**src/rtl/sar_adc_pkg.sv**
```systemverilog
package sar_adc_pkg;

  localparam int unsigned RES_MAX = 12;
  localparam int unsigned RB_W    = $clog2(RES_MAX + 1);
  localparam int unsigned RCODE_W = 2;
  localparam int unsigned SHT_W   = 4;
  localparam int unsigned CNT_W   = 11;

  localparam logic [RCODE_W-1:0] RCODE_8  = 2'd0;
  localparam logic [RCODE_W-1:0] RCODE_10 = 2'd1;

  typedef enum logic [2:0] {
    ST_IDLE,
    ST_SAMPLE,
    ST_SETUP,
    ST_TRIAL,
    ST_LATCH
  } conv_state_e;

  // Resolution code to number of bits; both upper codes give full width.
  function automatic logic [RB_W-1:0] res_width(input logic [RCODE_W-1:0] rcode);
    case (rcode)
      RCODE_8:  return RB_W'(8);
      RCODE_10: return RB_W'(10);
      default:  return RB_W'(RES_MAX);
    endcase
  endfunction

  // Sample-phase length in clock cycles for each hold code.
  function automatic logic [CNT_W-1:0] hold_cycles(input logic [SHT_W-1:0] code);
    case (code)
      4'd0:    return CNT_W'(4);
      4'd1:    return CNT_W'(8);
      4'd2:    return CNT_W'(16);
      4'd3:    return CNT_W'(32);
      4'd4:    return CNT_W'(64);
      4'd5:    return CNT_W'(96);
      4'd6:    return CNT_W'(128);
      4'd7:    return CNT_W'(192);
      4'd8:    return CNT_W'(256);
      4'd9:    return CNT_W'(384);
      4'd10:   return CNT_W'(512);
      4'd11,
      4'd12:   return CNT_W'(768);
      default: return CNT_W'(1024);
    endcase
  endfunction

endpackage

```
**src/rtl/sar_rst_sync.sv**
```systemverilog
module sar_rst_sync #(
  parameter int unsigned STAGES = 2
) (
  input  logic clk,
  input  logic rst_n_in,
  output logic rst_n_out
);

  logic [STAGES-1:0] sync_q;

  always_ff @(posedge clk or negedge rst_n_in) begin
    if (!rst_n_in) sync_q <= '0;
    else           sync_q <= {sync_q[STAGES-2:0], 1'b1};
  end

  assign rst_n_out = sync_q[STAGES-1];

endmodule

```
**src/rtl/sar_hold_timer.sv**
```systemverilog
module sar_hold_timer #(
  parameter int unsigned CNT_W = 11
) (
  input  logic             clk,
  input  logic             rst_n,
  input  logic             load,
  input  logic [CNT_W-1:0] load_len,
  input  logic             run,
  output logic             expire
);

  logic [CNT_W-1:0] cnt_q, cnt_d;
  logic             cnt_en;

  assign expire = (cnt_q == '0);

  always_comb begin
    cnt_en = load | (run & ~expire);
    if (load) cnt_d = load_len - CNT_W'(1);
    else      cnt_d = cnt_q - CNT_W'(1);
  end

  always_ff @(posedge clk or negedge rst_n) begin
    if (!rst_n)      cnt_q <= '0;
    else if (cnt_en) cnt_q <= cnt_d;
  end

endmodule

```
**src/rtl/sar_search_engine.sv**
```systemverilog
module sar_search_engine #(
  parameter int unsigned RES_MAX = 12,
  parameter int unsigned RB_W    = 4
) (
  input  logic               clk,
  input  logic               rst_n,
  input  logic               clear,
  input  logic               arm,
  input  logic               step,
  input  logic               cmp_in,
  input  logic [RB_W-1:0]    res_n,
  output logic [RES_MAX-1:0] code,
  output logic               last,
  output logic [RES_MAX-1:0] trial
);

  logic [RES_MAX-1:0] code_q, code_d;
  logic [RES_MAX-1:0] mask_q, mask_d;
  logic               reg_en;

  always_comb begin
    reg_en = clear | arm | step;
    code_d = code_q;
    mask_d = mask_q;
    if (clear) begin
      code_d = '0;
      mask_d = '0;
    end else if (arm) begin
      mask_d = RES_MAX'(1) << (res_n - RB_W'(1));
      code_d = mask_d;
    end else if (step) begin
      code_d = (cmp_in ? code_q : (code_q & ~mask_q)) | (mask_q >> 1);
      mask_d = mask_q >> 1;
    end
  end

  always_ff @(posedge clk or negedge rst_n) begin
    if (!rst_n) begin
      code_q <= '0;
      mask_q <= '0;
    end else if (reg_en) begin
      code_q <= code_d;
      mask_q <= mask_d;
    end
  end

  assign code  = code_q;
  assign last  = mask_q[0];
  assign trial = code_q << (RB_W'(RES_MAX) - res_n);

endmodule

```
**src/rtl/sar_adc_ctrl.sv**
```systemverilog
module sar_adc_ctrl
  import sar_adc_pkg::*;
#(
  parameter int unsigned CHAN_W = 4
) (
  input  logic               clk,
  input  logic               rst_n,
  input  logic               start,
  input  logic [RCODE_W-1:0] cfg_res,
  input  logic [SHT_W-1:0]   cfg_hold,
  input  logic [CHAN_W-1:0]  cfg_chan,
  input  logic               cmp_in,
  output logic               sample_en,
  output logic [CHAN_W-1:0]  chan_sel,
  output logic [RES_MAX-1:0] trial_code,
  output logic [RCODE_W-1:0] res_active,
  output logic               busy,
  output logic               done,
  output logic [RES_MAX-1:0] result
);

  logic               rst_n_int;
  conv_state_e        state_q, state_d;
  logic               accept;
  logic               hold_expire;
  logic               srch_last;
  logic [RES_MAX-1:0] srch_code;
  logic [RCODE_W-1:0] res_q;
  logic [CHAN_W-1:0]  chan_q;
  logic [RES_MAX-1:0] result_q;
  logic               done_q;
  logic [RB_W-1:0]    res_n;

  sar_rst_sync #(.STAGES(2)) u_rst_sync (
    .clk       (clk),
    .rst_n_in  (rst_n),
    .rst_n_out (rst_n_int)
  );

  assign accept = (state_q == ST_IDLE) & start;
  assign res_n  = res_width(res_q);

  sar_hold_timer #(.CNT_W(CNT_W)) u_hold (
    .clk      (clk),
    .rst_n    (rst_n_int),
    .load     (accept),
    .load_len (hold_cycles(cfg_hold)),
    .run      (state_q == ST_SAMPLE),
    .expire   (hold_expire)
  );

  sar_search_engine #(.RES_MAX(RES_MAX), .RB_W(RB_W)) u_search (
    .clk    (clk),
    .rst_n  (rst_n_int),
    .clear  (accept),
    .arm    (state_q == ST_SETUP),
    .step   (state_q == ST_TRIAL),
    .cmp_in (cmp_in),
    .res_n  (res_n),
    .code   (srch_code),
    .last   (srch_last),
    .trial  (trial_code)
  );

  // Sequencer next state
  always_comb begin
    state_d = state_q;
    case (state_q)
      ST_IDLE:   if (start)       state_d = ST_SAMPLE;
      ST_SAMPLE: if (hold_expire) state_d = ST_SETUP;
      ST_SETUP:                   state_d = ST_TRIAL;
      ST_TRIAL:  if (srch_last)   state_d = ST_LATCH;
      ST_LATCH:                   state_d = ST_IDLE;
      default:                    state_d = ST_IDLE;
    endcase
  end

  always_ff @(posedge clk or negedge rst_n_int) begin
    if (!rst_n_int) state_q <= ST_IDLE;
    else            state_q <= state_d;
  end

  // Configuration capture, only on an accepted start
  always_ff @(posedge clk or negedge rst_n_int) begin
    if (!rst_n_int) begin
      res_q  <= RCODE_10;
      chan_q <= '0;
    end else if (accept) begin
      res_q  <= cfg_res;
      chan_q <= cfg_chan;
    end
  end

  // Result store and completion pulse
  always_ff @(posedge clk or negedge rst_n_int) begin
    if (!rst_n_int) begin
      result_q <= '0;
      done_q   <= 1'b0;
    end else begin
      done_q <= (state_q == ST_LATCH);
      if (state_q == ST_LATCH) result_q <= srch_code;
    end
  end

  assign sample_en  = (state_q == ST_SAMPLE);
  assign busy       = (state_q != ST_IDLE);
  assign done       = done_q;
  assign result     = result_q;
  assign res_active = res_q;
  assign chan_sel   = chan_q;

endmodule

```
**config.mk**
```make
export PLATFORM = sky130hd
export DESIGN_NAME = sar_adc_ctrl
export DESIGN_NICKNAME = d
export VERILOG_FILES = /design/src/rtl/sar_adc_pkg.sv /design/src/rtl/sar_rst_sync.sv /design/src/rtl/sar_hold_timer.sv /design/src/rtl/sar_search_engine.sv /design/src/rtl/sar_adc_ctrl.sv
export SDC_FILE = /design/constraint.sdc
export NUM_CORES = 1
export LEC_CHECK = 0
export ABC_CLOCK_PERIOD_IN_PS = 3450
export BUFFER_PORTS_ARGS = -buffer_cell sky130_fd_sc_hd__buf_2
export CAP_MARGIN = 20
export CORE_ASPECT_RATIO = 1.5
export CORE_MARGIN = 2
export CORE_UTILIZATION = 61
export DETAILED_ROUTE_END_ITERATION = 8
export GPL_TIMING_DRIVEN = 0
export PLACE_DENSITY_LB_ADDON = 0.08
export SYNTH_ARGS = -nofsm -noshare
export SYNTH_HDL_FRONTEND = slang
export SYNTH_SLANG_ARGS = --single-unit
```
**constraint.sdc**
```tcl
create_clock -name clk -period 3.45 [get_ports clk]
set_input_delay 0.1725 -clock clk [delete_from_list [all_inputs] [get_ports clk]]
set_output_delay 0.1725 -clock clk [all_outputs]
set_load 0.05 [all_outputs]
```
==> results.md, run 1 <==
- Static timing analysis puts the maximum clock frequency at 446 MHz.
- The repair_antennas step left the layout with diodes totalling 0.
- For this run, the number of Yosys warnings is 0.
- Counting every instance in the synthesized netlist gives 315.
- Global routing used 27.8% of the available tracks across all layers.
- The clock-pin slew on the worst setup and hold paths is 0.06 ns.
- The placeable core region is 4810 um2.
- The count of TritonRoute iterations in the first routing pass is 5.
- The via count of the first global-routing pass is 2,470.
- The post-synthesis net count is 332.
- The effective utilization at floorplan is 63.1%.
- The minimum setup slack among reg-to-reg paths is 1.23 ns.
- Detailed routing inserted a total of 2,579 vias.
- The headroom to the max-slew limit is 47.3%.
- The critical path required time is 3.28 ns.
- The max-cap check violation count is 0.
- The total count of max-transition violations in the final report was 0.
- The insertion delay of the later-clocked pin in the worst-skew pair is 0.34 ns.
- The maximum fanout encountered on the critical timing path is 10.
- For this design the top-level I/O count stands at 47.
- Once detailed placement completed, the half-perimeter wirelength came to 5.05 mm.
- Dividing the synthesized area by the synthesized cell count gives 9.64 um2.
- In this run the cell area of the synthesized design comes to 3040 um2.
- The analysis attributes to cell leakage a power of 1.69 nW.
- The die extent in y is 90.4 um.
- The number of inserted filler cells in the final layout is 383.
- The share of the cycle needed by the critical path after routing is 65.0%.
- The number of enable flip-flop cells after synthesis is 0.
- The worst min-delay path category is in2reg.
- In this run the post-CTS setup repair buffer count came out at 0.
- Setup repair after global routing left no endpoint under its margin.
- The clock tree buffer depth is 2.
- Data arrives at the worst endpoint at 2.07 ns.
- The total power is 2.55 mW.
- In the synthesized netlist the async set-or-reset flop fraction comes to 100%.
- The worst setup path is of the reg2out kind.
- Input and output buffers added on the ports amount to 43.
- The largest total area in the synthesized netlist belongs to sky130_fd_sc_hd__dfrtp_1.
- The initial antenna violation count is 0.
- The post-synthesis to final-layout area growth is 18.8%.
- The post-route antenna net violation count is 0.
- In the routed design, unresolved DRC markers number 0.
- The maximum clock skew at final layout is 0.00771 ns.
- The worst setup path is captured at an output port.
- Synthesis inferred 59 register bits.
- For this design the ratio of total power to cell area is 707 nW/um2.
- The most frequently used flop master after synthesis is sky130_fd_sc_hd__dfrtp_1.
- The finished cells cover 3610 um2.
- The aggregate negative setup slack is 0 ns.
- The number of placement rows is 31.
- For this design, the sink count on the clock tree is 59.
- Summing all placed instances gives a cell area of 3350 um2.
- The post-synthesis cell type count is 57.
- The number of clock buffers added by TritonCTS is 9.
- The largest net degree at the start of global routing is 44.
- For this block, the initial DRC count from the detailed router was 143.
- After synthesis, flip-flops and latches occupy 48.7% of the total area.
- The wire length of the first global-routing pass is 11.7 mm.
- The startpoint type of the worst setup path is a flip-flop.
- The sum of overflow across all layers after global routing is 0.
- TritonCTS built the clock tree.
- The total number of nets in the final design is 388.
- Sorting the synthesized cells by area gives the leading types as sky130_fd_sc_hd__dfrtp_1, sky130_fd_sc_hd__nand2_1, sky130_fd_sc_hd__mux2_2.
- The clock root buffer is sky130_fd_sc_hd__clkbuf_8.
- The count of final hold-check violations came to 0.
- Setup violations remaining at the end of the flow were counted as 0.
- In the routed layout, each cell is associated on average with a via count of 5.83.
- The die covers 5570 um2.
- The wire length per cell after detailed routing is 15.9 um.
- At the pin with the least slew margin, the transition time is 0.784 ns.
- The total number of H-tree levels is 3.
- The routed design has 7.04 mm of wire.
- The run finished with clean final reports.
- The die is 61.6 um wide.
- After layout, the minimum clock period comes to 2.24 ns.
- The synthesized design devotes to its leading area cell type 47.8% of total area.
- VDD sags by at most 0.000472 V.
- Routability-driven placement finished with a final weighted congestion of 0.922.
- The post-route netlist has 22.3% of its cells at a drive strength greater than 1.
## timing repair
item	4_1_cts	5_1_grt
gates resized for setup	0	0
hold buffers	1	0
hold endpoints to repair	2	0
## where the power goes
| group | leakage (nW) | internal, mW | total [mW] | switching [mW] |
|---|---|---|---|---|
| Clock | 0.123 | 0.497 | 0.771 | 0.274 |
| Combinational | 0.793 | 0.257 | 0.819 | 0.563 |
| Sequential | 0.772 | 0.817 | 0.958 | 0.141 |
## cell usage after synthesis, types with 2 or more instances
cell type                  count
sky130_fd_sc_hd__a211oi_1      4
sky130_fd_sc_hd__a21o_1        2
sky130_fd_sc_hd__a21oi_1      21
sky130_fd_sc_hd__a22o_1        8
sky130_fd_sc_hd__a22oi_1       5
sky130_fd_sc_hd__a311oi_1      2
sky130_fd_sc_hd__a31oi_1       2
sky130_fd_sc_hd__and2_1        5
sky130_fd_sc_hd__and3_1        2
sky130_fd_sc_hd__clkbuf_1     19
sky130_fd_sc_hd__dfrtp_1      58
sky130_fd_sc_hd__ha_1          3
sky130_fd_sc_hd__inv_1         7
sky130_fd_sc_hd__mux2_2       13
sky130_fd_sc_hd__mux2i_1      12
sky130_fd_sc_hd__nand2_1      56
sky130_fd_sc_hd__nand2b_1      4
sky130_fd_sc_hd__nand3_1       2
sky130_fd_sc_hd__nand3b_1      3
sky130_fd_sc_hd__nor2_1       15
sky130_fd_sc_hd__nor2b_1       6
sky130_fd_sc_hd__nor3_1        9
sky130_fd_sc_hd__nor3b_1       3
sky130_fd_sc_hd__nor4b_1       2
sky130_fd_sc_hd__nor4bb_1      2
sky130_fd_sc_hd__o21ai_0      15
sky130_fd_sc_hd__o21bai_1      2
sky130_fd_sc_hd__or2_2         2
sky130_fd_sc_hd__or3_1         2
sky130_fd_sc_hd__or3b_4        2
## cells in the final DEF (no fill, tap or decap), drive strengths merged, types with 9 or more instances in the layout
master	instances
a21oi	21
buf	45
clkbuf	30
dfrtp	58
mux2	13
mux2i	12
nand2	56
nor2	15
nor3	9
o21ai	15
## logic make-up (layout without fill, tap and decap cells)
logic type | count (synthesis) | count (layout) | synth area share, %
simple gates | 126 | 126 | 21.6
compound gates | 72 | 72 | 15.7
flops | 59 | 59 | 48.7
buf+inv | 27 | 88 | 3.38
mux | 25 | 25 | 8.78
fa+ha+maj | 3 | 3 | 1.24
xor+xnor | 2 | 2 | 0.577
other cells | 1 | 1 | 0.124
## state kept, by name (all words and copies together) (netlist names)
name and flops:
result 12, u_search.mask_q 12, res_active 2, u_rst_sync.sync_q 2, chan_sel 4, state_q 3, u_search.code 12, u_hold.cnt_q 11
done 1
## path summary, 6_finish.rpt
path,startpoint,to,cells past startpoint
max in group asynchronous,u_rst_sync.sync_q[1],res_active[0],1
hold reg to reg,u_rst_sync.sync_q[1],u_hold.cnt_q[5],0
hold / removal,cfg_chan[3],chan_sel[3],3
setup reg to reg,state_q[2],result[11],4
setup / recovery,res_active[0],trial_code[11],4
min in group asynchronous,rst_n,u_rst_sync.sync_q[0],2
## critical path, cell delays in order (launching register included)
cell and delay, ns:
sky130_fd_sc_hd__dfstp_2 0.54, sky130_fd_sc_hd__clkbuf_1 0.53, sky130_fd_sc_hd__mux2i_1 0.15, sky130_fd_sc_hd__o21ai_0 0.21, sky130_fd_sc_hd__buf_2 0.30
## final cells by class
| cell class | count | area, um2 | share of cell area [%] |
|---|---|---|---|
| Clock inverter | 5 | 100 | 2.78 |
| Timing Repair Buffer | 45 | 245 | 6.80 |
| Multi-Input combinational cell | 229 | 1460 | 40.4 |
| Buffer | 20 | 76.3 | 2.12 |
| Clock buffer | 11 | 141 | 3.92 |
| Tap cell | 66 | 82.6 | 2.29 |
| Sequential cell | 59 | 1480 | 41.0 |
| Inverter | 7 | 26.3 | 0.729 |
## metal layers
layer / routed length (um) / track usage (%) / share of wire, %
met2: 3900 / 47.5 / 55
met1: 2660 / 32.0 / 38
met5: 0 / 0 / 0
met3: 290 / 6.16 / 4.1
met4: 187 / 11.3 / 2.7
## through the flow
stage	utilization (%)	setup slack, ns	std cells	hold slack, ns
CTS	75.0	1.21	442	0.0191
global placement	69.3	1.06	424	-0.0438
global route	75.0	1.09	442	0.0279
floorplan	-	0.919	315	-0.123
finish	75.0	1.21	442	0.0275
detailed placement	69.7	1.23	425	-0.0383
Power figures use the tool's default switching activity.
==> run 2, diff against run 1 <==
--- a/config.mk
+++ b/config.mk
@@ -5,12 +5,13 @@
 export SDC_FILE = /design/constraint.sdc
 export NUM_CORES = 1
 export LEC_CHECK = 0
-export ABC_CLOCK_PERIOD_IN_PS = 3450
+export ABC_AREA = 1
+export ABC_CLOCK_PERIOD_IN_PS = 1800
 export BUFFER_PORTS_ARGS = -buffer_cell sky130_fd_sc_hd__buf_2
 export CAP_MARGIN = 20
 export CORE_ASPECT_RATIO = 1.5
 export CORE_MARGIN = 2
-export CORE_UTILIZATION = 61
+export CORE_UTILIZATION = 51
 export DETAILED_ROUTE_END_ITERATION = 8
 export GPL_TIMING_DRIVEN = 0
 export PLACE_DENSITY_LB_ADDON = 0.08
==> constraint.sdc (replaced) <==
create_clock -name clk -period 1.8 [get_ports clk]
set_input_delay 0.09 -clock clk [delete_from_list [all_inputs] [get_ports clk]]
set_output_delay 0.09 -clock clk [all_outputs]
set_load 0.05 [all_outputs]
==> results.md, run 2 <==
- A synthesized cell averages 7.86 um2.
- The first detailed-routing pass took 4 iterations.
- The initial antenna violation count is 0.
- The critical path contains buffers and inverters numbering 4 combined.
- The most frequently used flop master after synthesis is sky130_fd_sc_hd__dfrtp_1.
- After detailed routing, the number of vias per cell comes to 5.23.
- The total die area is 6650 um2.
- The maximum clock skew at final layout is 0.00634 ns.
- After detailed routing, the average wire length per cell comes to 14.0 um.
- The most common cell in the synthesized netlist is sky130_fd_sc_hd__nand2_1.
- The total count of max-transition violations in the final report is 0.
- The maximum fanout encountered on the critical timing path is 5.
- After detailed routing, the number of remaining DRC violations is 0.
- The congestion estimate from routability-driven global placement came to 0.879.
- The synthesized design contains 59 register bits.
- Entering global routing, the biggest net connects 35 pins.
- After clock tree synthesis, the clock-pin slew on the worst setup and hold paths is 0.07 ns.
- The commonest cells after synthesis are sky130_fd_sc_hd__nand2_1, sky130_fd_sc_hd__dfrtp_1, sky130_fd_sc_hd__inv_1, sky130_fd_sc_hd__o21ai_0, sky130_fd_sc_hd__nand3_1.
- Routed signal wires occupy layers up through met4.
- The clock tree from TritonCTS is built.
- The static power due to leakage is 1.92 nW.
- For this design, the slowest cell found on the critical path is sky130_fd_sc_hd__dfrtp_1.
- The minimum clock period is 1.69 ns.
- The routed metal-1 wire length is 3.04 mm.
- The count of buffers added on input and output ports is 44.
- The most frequent cell on the critical path is sky130_fd_sc_hd__buf_4.
- By area the synthesized netlist is led by sky130_fd_sc_hd__dfrtp_1, sky130_fd_sc_hd__nand2_1, sky130_fd_sc_hd__inv_1.
- The cell count after synthesis came out at 389.
- The worst flop-to-flop path startpoint is u_hold.cnt_q[0].
- Compared with the post-synthesis result, the final layout area differs by 22.3%.
- The achievable frequency is 593 MHz.
- The clock buffer count from CTS is 9.
- In the layout the commonest cells are sky130_fd_sc_hd__nand2_1, sky130_fd_sc_hd__dfrtp_1, sky130_fd_sc_hd__buf_2.
- The synthesized design contains 0 enable-type register cells.
- Global routing finished with a remaining overflow of 0.
- The count of final hold-check violations is 0.
- The via count of the first global-routing pass is 2,794.
- After the last flow step, the layout net total stands at 477.
- The number of setup violations in the final report is 0.
- Final hold analysis gives a worst-case slack of 0.0693 ns.
- The filler cells instantiated in the layout total 549.
- The post-DP HPWL is 5.47 mm.
- Walking the worst path, the cells encountered are buf_6 > clkinvlp_4 > buf_4 > o22ai_2 > a21oi_4 > buf_4.
- The critical path required time is 1.71 ns.
- The share of the cycle needed by the critical path after routing is 93.7%.
- The width of the chip is 67.2 um.
- The total via count in the routed design is 2,797.
- The die is 98.9 um tall.
- Sequential elements use 48.3% of the synthesized area.
- The number of DRC violations after detailed-routing iteration 0 is 120.
- The later pin in the worst-skew pair is clocked with a latency of 0.33 ns.
- The total power density per cell area is 2020 nW/um2.
- The amount of wire on met2 after detailed routing is 4.10 mm.
- Row generation in the floorplan step produced 34 rows.
- The timing startpoint of the critical path is res_active[1].
- The total number of H-tree levels is 3.
- The commonest non-fill, non-tap cell in the layout is sky130_fd_sc_hd__nand2_1.
- The share of flip-flops with an asynchronous set or reset is 100%.
- The critical path capture point type is an output port.
- The worst min-delay path category is in2async.
- The post-synthesis cell type count is 32.
- Broken down by cell family, the worst path's largest delay share belongs to buffers and inverters.
- The clock passes through at most 2 buffers.
- The region available for standard cell placement spans 5790 um2.
- Cells with a size suffix above 1 make up 23.8% of the layout.
- The first global-routing pass estimated 12.5 mm of wire.
- The warning count from the yosys run is 0.
- The CTS sink count is 59.
- The tree is rooted in a sky130_fd_sc_hd__clkbuf_8.
- In this run the biggest area consumer among cell types represents 47.4% of the synthesized area.
- Setup repair after global routing left no endpoint under its margin.
- The largest voltage drop on the vdd net is 0.000813 V.
- Leaving out filler cells and counting taps, the final layout contains 535.
- The post-route antenna net violation count is 0.
- The headroom to the max-slew limit is 61.9%.
- The completed layout was analyzed and its total power is 7.57 mW.
- After synthesis the cells add up to 3060 um2.
- For this run, the total global-route usage over all layers was measured as 24.6%.
- The largest stage delay on the critical path is 0.36 ns.
- Wires add up to 7.48 mm.
- The worst setup path is of the reg2out kind.
- The antenna cell count is 0.
- Data on the critical path arrives at its endpoint at 1.60 ns.
- When the netlist entered floorplanning its net count stood at 406.
- Pin placement for this block handled 47 I/O pins.
- The flow ran to the end, and the final reports show no timing, DRC or antenna violations.
- The max-cap check violation count is 0.
- The effective utilization at floorplan is 52.9%.
- Counting tap cells, the placed design contains a total of 506 instances.
- The startpoint type of the worst setup path is a flip-flop.
- At the pin with the least slew margin, the transition time is 0.572 ns.
- The cell taking the most area after synthesis is sky130_fd_sc_hd__dfrtp_1.
- The met3 wire length is 210 um.
[run 2: cell count changes in the layout (fill, tap and decap cells not counted), moves of 11 or more]
cell | previous run | this run
sky130_fd_sc_hd__inv_1 | 7 | 45
sky130_fd_sc_hd__nand2_1 | 56 | 95
sky130_fd_sc_hd__o21ai_1 | 0 | 11
sky130_fd_sc_hd__clkbuf_1 | 20 | 3
sky130_fd_sc_hd__mux2_2 | 13 | 0
sky130_fd_sc_hd__mux2i_1 | 12 | 0
sky130_fd_sc_hd__buf_4 | 0 | 15
sky130_fd_sc_hd__o21ai_0 | 15 | 31
sky130_fd_sc_hd__nand3_1 | 2 | 32
[run 2: kinds of logic after synthesis]
logic type | synth area share [%]
AND/OR/NAND/NOR | 23.6
AO/OA/AOI/OAI | 16.6
buffers and inverters | 9.37
flip-flops | 48.3
XOR/XNOR | 0.859
adder cells (fa/ha/maj) | 1.23
other | 0.123
[run 2: worst reg2reg max path, cell delays in order (launching register included)]
cell	delay (ns)
sky130_fd_sc_hd__dfrtp_1	0.41
sky130_fd_sc_hd__inv_2	0.11
sky130_fd_sc_hd__ha_1	0.15
sky130_fd_sc_hd__inv_1	0.03
sky130_fd_sc_hd__nor2_1	0.08
sky130_fd_sc_hd__nand2_1	0.09
sky130_fd_sc_hd__o21ai_4	0.25
sky130_fd_sc_hd__nand2_4	0.09
sky130_fd_sc_hd__buf_6	0.15
sky130_fd_sc_hd__nor2_1	0.08
sky130_fd_sc_hd__a21oi_1	0.05
[run 2: timing repair]
item	in CTS	in global routing
gates cloned	0	0
hold buffers	7	0
buffers inserted	0	8
endpoints found under the hold margin	8	0
pin swaps	0	2
gates resized for setup	12	3
endpoints found under the setup margin	10	17
[run 2: final timing paths]
kind	to	slack (ns)	depth (start not counted)
setup / recovery	trial_code[5]	0.11	6
hold / removal	u_rst_sync.sync_q[1]	0.07	2
setup reg to reg	u_hold.cnt_q[10]	0.19	10
hold reg to reg	u_search.mask_q[3]	0.27	0
max in group asynchronous	res_active[0]	0.88	1
min in group clk	state_q[2]	0.11	3
[run 2: cell type report]
class / count / area, um2 / area share (%)
clock buffers: 10 / 128 / 3.41
flip-flops and latches: 59 / 1480 / 39.5
clock inverters: 4 / 20.0 / 0.535
repair buffers: 60 / 383 / 10.2
plain buffers: 13 / 80.1 / 2.14
multi-input cells: 261 / 1350 / 36.0
well taps: 72 / 90.1 / 2.41
inverters: 56 / 214 / 5.72
[run 2: per-stage QoR]
step | TNS [ns] | setup WS, ns | util, % | area, um2
global placement | -34.07 | -0.611 | 58.8 | 3400
global route | 0 | 0.0108 | 64.7 | 3740
finish | 0 | 0.114 | 64.7 | 3740
floorplan | -1.04 | -0.209 | - | 3090
CTS | 0 | 0.00435 | 63.5 | 3680
detailed placement | 0 | 0.0289 | 59.1 | 3420
[run 2: power breakdown]
part / internal, mW / switching, mW
Sequential: 1.85 / 0.422
Clock: 0.474 / 0.489
Combinational: 1.30 / 3.04
[run 2: per-layer routing]
metal,vias up,GRT usage (%)
met5,-,0
met2,51,46.0
met4,0,8.95
met1,1327,26.2
met3,10,4.79
li1,1409,-
==> run 3, diff against run 2 <==
==> constraint.sdc (replaced) <==
create_clock -name clk -period 1.8 [get_ports clk]
set_input_delay 0.27 -clock clk [delete_from_list [all_inputs] [get_ports clk]]
set_output_delay 0.27 -clock clk [all_outputs]
set_load 0.05 [all_outputs]
==> results.md, run 3 (same netlist as run 2, synthesis figures left out) <==
- The total die area is 6650 um2.
- For this design the top-level I/O count stands at 47.
- The via count of the first global-routing pass is 2,845.
- The post-synthesis to final-layout area growth is 29.7%.
- The share of the cycle needed by the critical path after routing is 107%.
- The fraction of layout cells with a size suffix above 1 is 28.4%.
- The checks that failed: setup timing.
- The flow ran to the end, but the final reports show violations.
- The total global-route track usage is 25.2%.
- The critical path required time is 1.53 ns.
- Before antenna repair, the detailed router went through 4 iterations.
- The post-DP HPWL is 5.47 mm.
- The static power due to leakage is 2.00 nW.
- Walking the worst path, the cells encountered are buf_8 > clkinvlp_4 > nand2_4 > clkinvlp_4 > a21oi_4 > buf_6.
- The worst setup slack after placement is -0.0731 ns.
- The count of final hold-check violations is 0.
- The CTS sink count is 59.
- The critical path class is reg2out.
- The total count of max-transition violations in the final report is 0.
- After clock tree synthesis, the clock-pin slew on the worst setup and hold paths is 0.07 ns.
- The largest voltage drop on the vdd net is 0.000979 V.
- The path class of the tightest hold or removal check is in2reg.
- Using the TritonRoute via totals, the vias-per-cell ratio works out to 5.32.
- In the layout the commonest cells are sky130_fd_sc_hd__nand2_1, sky130_fd_sc_hd__dfrtp_1, sky130_fd_sc_hd__inv_1.
- After detailed placement, the total cell area comes to 3480 um2.
- TritonCTS built the clock tree.
- The first global-routing pass estimated 12.8 mm of wire.
- The routed design could run at a clock period as short as 1.92 ns.
- The startpoint type of the worst setup path is a flip-flop.
- The wire length reported by the detailed router is 7.78 mm.
- The tool flagged a number of max-cap violations equal to 0.
- Derived from the worst setup path, the maximum achievable clock frequency is 520 MHz.
- The detail route stage leaves a number of antenna-violating nets equal to 0.
- The width of the chip is 67.2 um.
- The cell with the biggest individual delay on the critical path is sky130_fd_sc_hd__dfrtp_2.
- The port buffer count is 44.
- Clock latency on the worst-skew pair, taken at its later pin, is 0.34 ns.
- The wire length per cell after detailed routing is 14.4 um.
- The headroom to the max-slew limit is 59.1%.
- The transition time of the tightest slew-check pin is 0.614 ns.
- The critical path capture point type is an output port.
- The largest net degree at the start of global routing is 32.
- The maximum fanout encountered on the critical timing path is 7.
- The number of placement rows is 34.
- The final hold slack is 0.124 ns.
- For this block, the initial DRC count from the detailed router was 174.
- Setup repair after global routing could not meet its margin everywhere.
- The total number of nets in the final design is 481.
- Data arrives at the worst endpoint at 1.65 ns.
- In this design, the stage delay of the slowest critical-path cell is 0.38 ns.
- The cell sitting at the root of the clock tree is a sky130_fd_sc_hd__clkbuf_8.
- The clock buffer count from CTS is 9.
- The region available for standard cell placement spans 5790 um2.
- The last weighted congestion value of the routability-driven placer is 0.896.
- No sink is reached through more buffers than the 2 on the longest clock path.
- Summing all non-filler instances in the final layout gives an area of 3970 um2.
- The initial antenna violation count is 0.
- The commonest non-fill, non-tap cell in the layout is sky130_fd_sc_hd__nand2_1.
- The die extent in y is 98.9 um.
- In the routed design, unresolved DRC markers number 0.
- The antenna cell count is 0.
- The total number of H-tree levels is 3.
- The most frequent cell on the critical path is sky130_fd_sc_hd__clkinvlp_4.
- The initial utilization of the core area, before any placement, comes to 52.9%.
- The number of setup violations in the final report is 10.
- Across the routed clock network, the largest skew measured is 0.00867 ns.
- The final route contains 2,877 vias.
- Dividing total power by cell area gives a power density of 2110 nW/um2.
- Across all setup checks in the final design, the least slack found is -0.122 ns.
- The sum of overflow across all layers after global routing is 0.
run 3: worst paths after layout:
check                      slack [ns]                    to                 start  cells past startpoint
hold / removal                   0.12           chan_sel[0]           cfg_chan[0]                      3
min in group asynchronous        0.24  u_rst_sync.sync_q[0]                 rst_n                      2
setup reg to reg                 0.10    u_search.mask_q[9]         res_active[1]                      9
hold reg to reg                  0.29    u_search.mask_q[3]  u_rst_sync.sync_q[1]                      0
setup / recovery                -0.12         trial_code[4]         res_active[1]                      6
max in group asynchronous        0.86         res_active[0]  u_rst_sync.sync_q[1]                      1
run 3: what timing repair did:
| action | CTS | global route |
|---|---|---|
| hold endpoints to repair | 2 | 0 |
| resized for setup | 32 | 3 |
| pin swaps | 2 | 2 |
| buffers inserted | 10 | 8 |
| setup endpoints to repair | 12 | 21 |
| cloned | 0 | 0 |
| hold buffers | 1 | 0 |
run 3: worst max-delay path: cells and delay by family, from the launching register on:
kind / cells / cell delay (ns)
compound gates: 1 / 0.16
buf+inv: 4 / 0.61
flops: 1 / 0.38
simple gates: 1 / 0.16
run 3: power by group:
group	internal [mW]	total (mW)	switching (mW)
logic	1.63	4.85	3.23
clock network	0.670	1.21	0.543
registers	1.85	2.31	0.454
run 3: metrics by stage:
stage / cells / util, % / TNS, ns / power (mW)
floorplan: 389 / - / -0.0790 / 5.49
global placement: 505 / 59.8 / -0.132 / 6.35
detailed placement: 506 / 60.1 / -0.232 / 6.43
CTS: 533 / 67.3 / -0.377 / 8.17
global route: 541 / 68.6 / -1.05 / 8.89
finish: 541 / 68.6 / -0.580 / 8.37
run 3: area by class of cell:
class	instances	area (um2)
Timing Repair Buffer	64	460
Inverter	56	218
Clock inverter	5	52.6
Fill cell	492	1820
Tap cell	72	90.1
Sequential cell	59	1480
Clock buffer	11	141
Buffer	13	83.8
Multi-Input combinational cell	261	1440
run 3: layer usage:
metal,vias to the layer above,routed length [um],GRT usage (%)
met5,-,0,0
met4,0,222,14.3
met3,16,228,2.97
met2,62,4250,44.4
met1,1376,3080,28.3
li1,1423,-,-
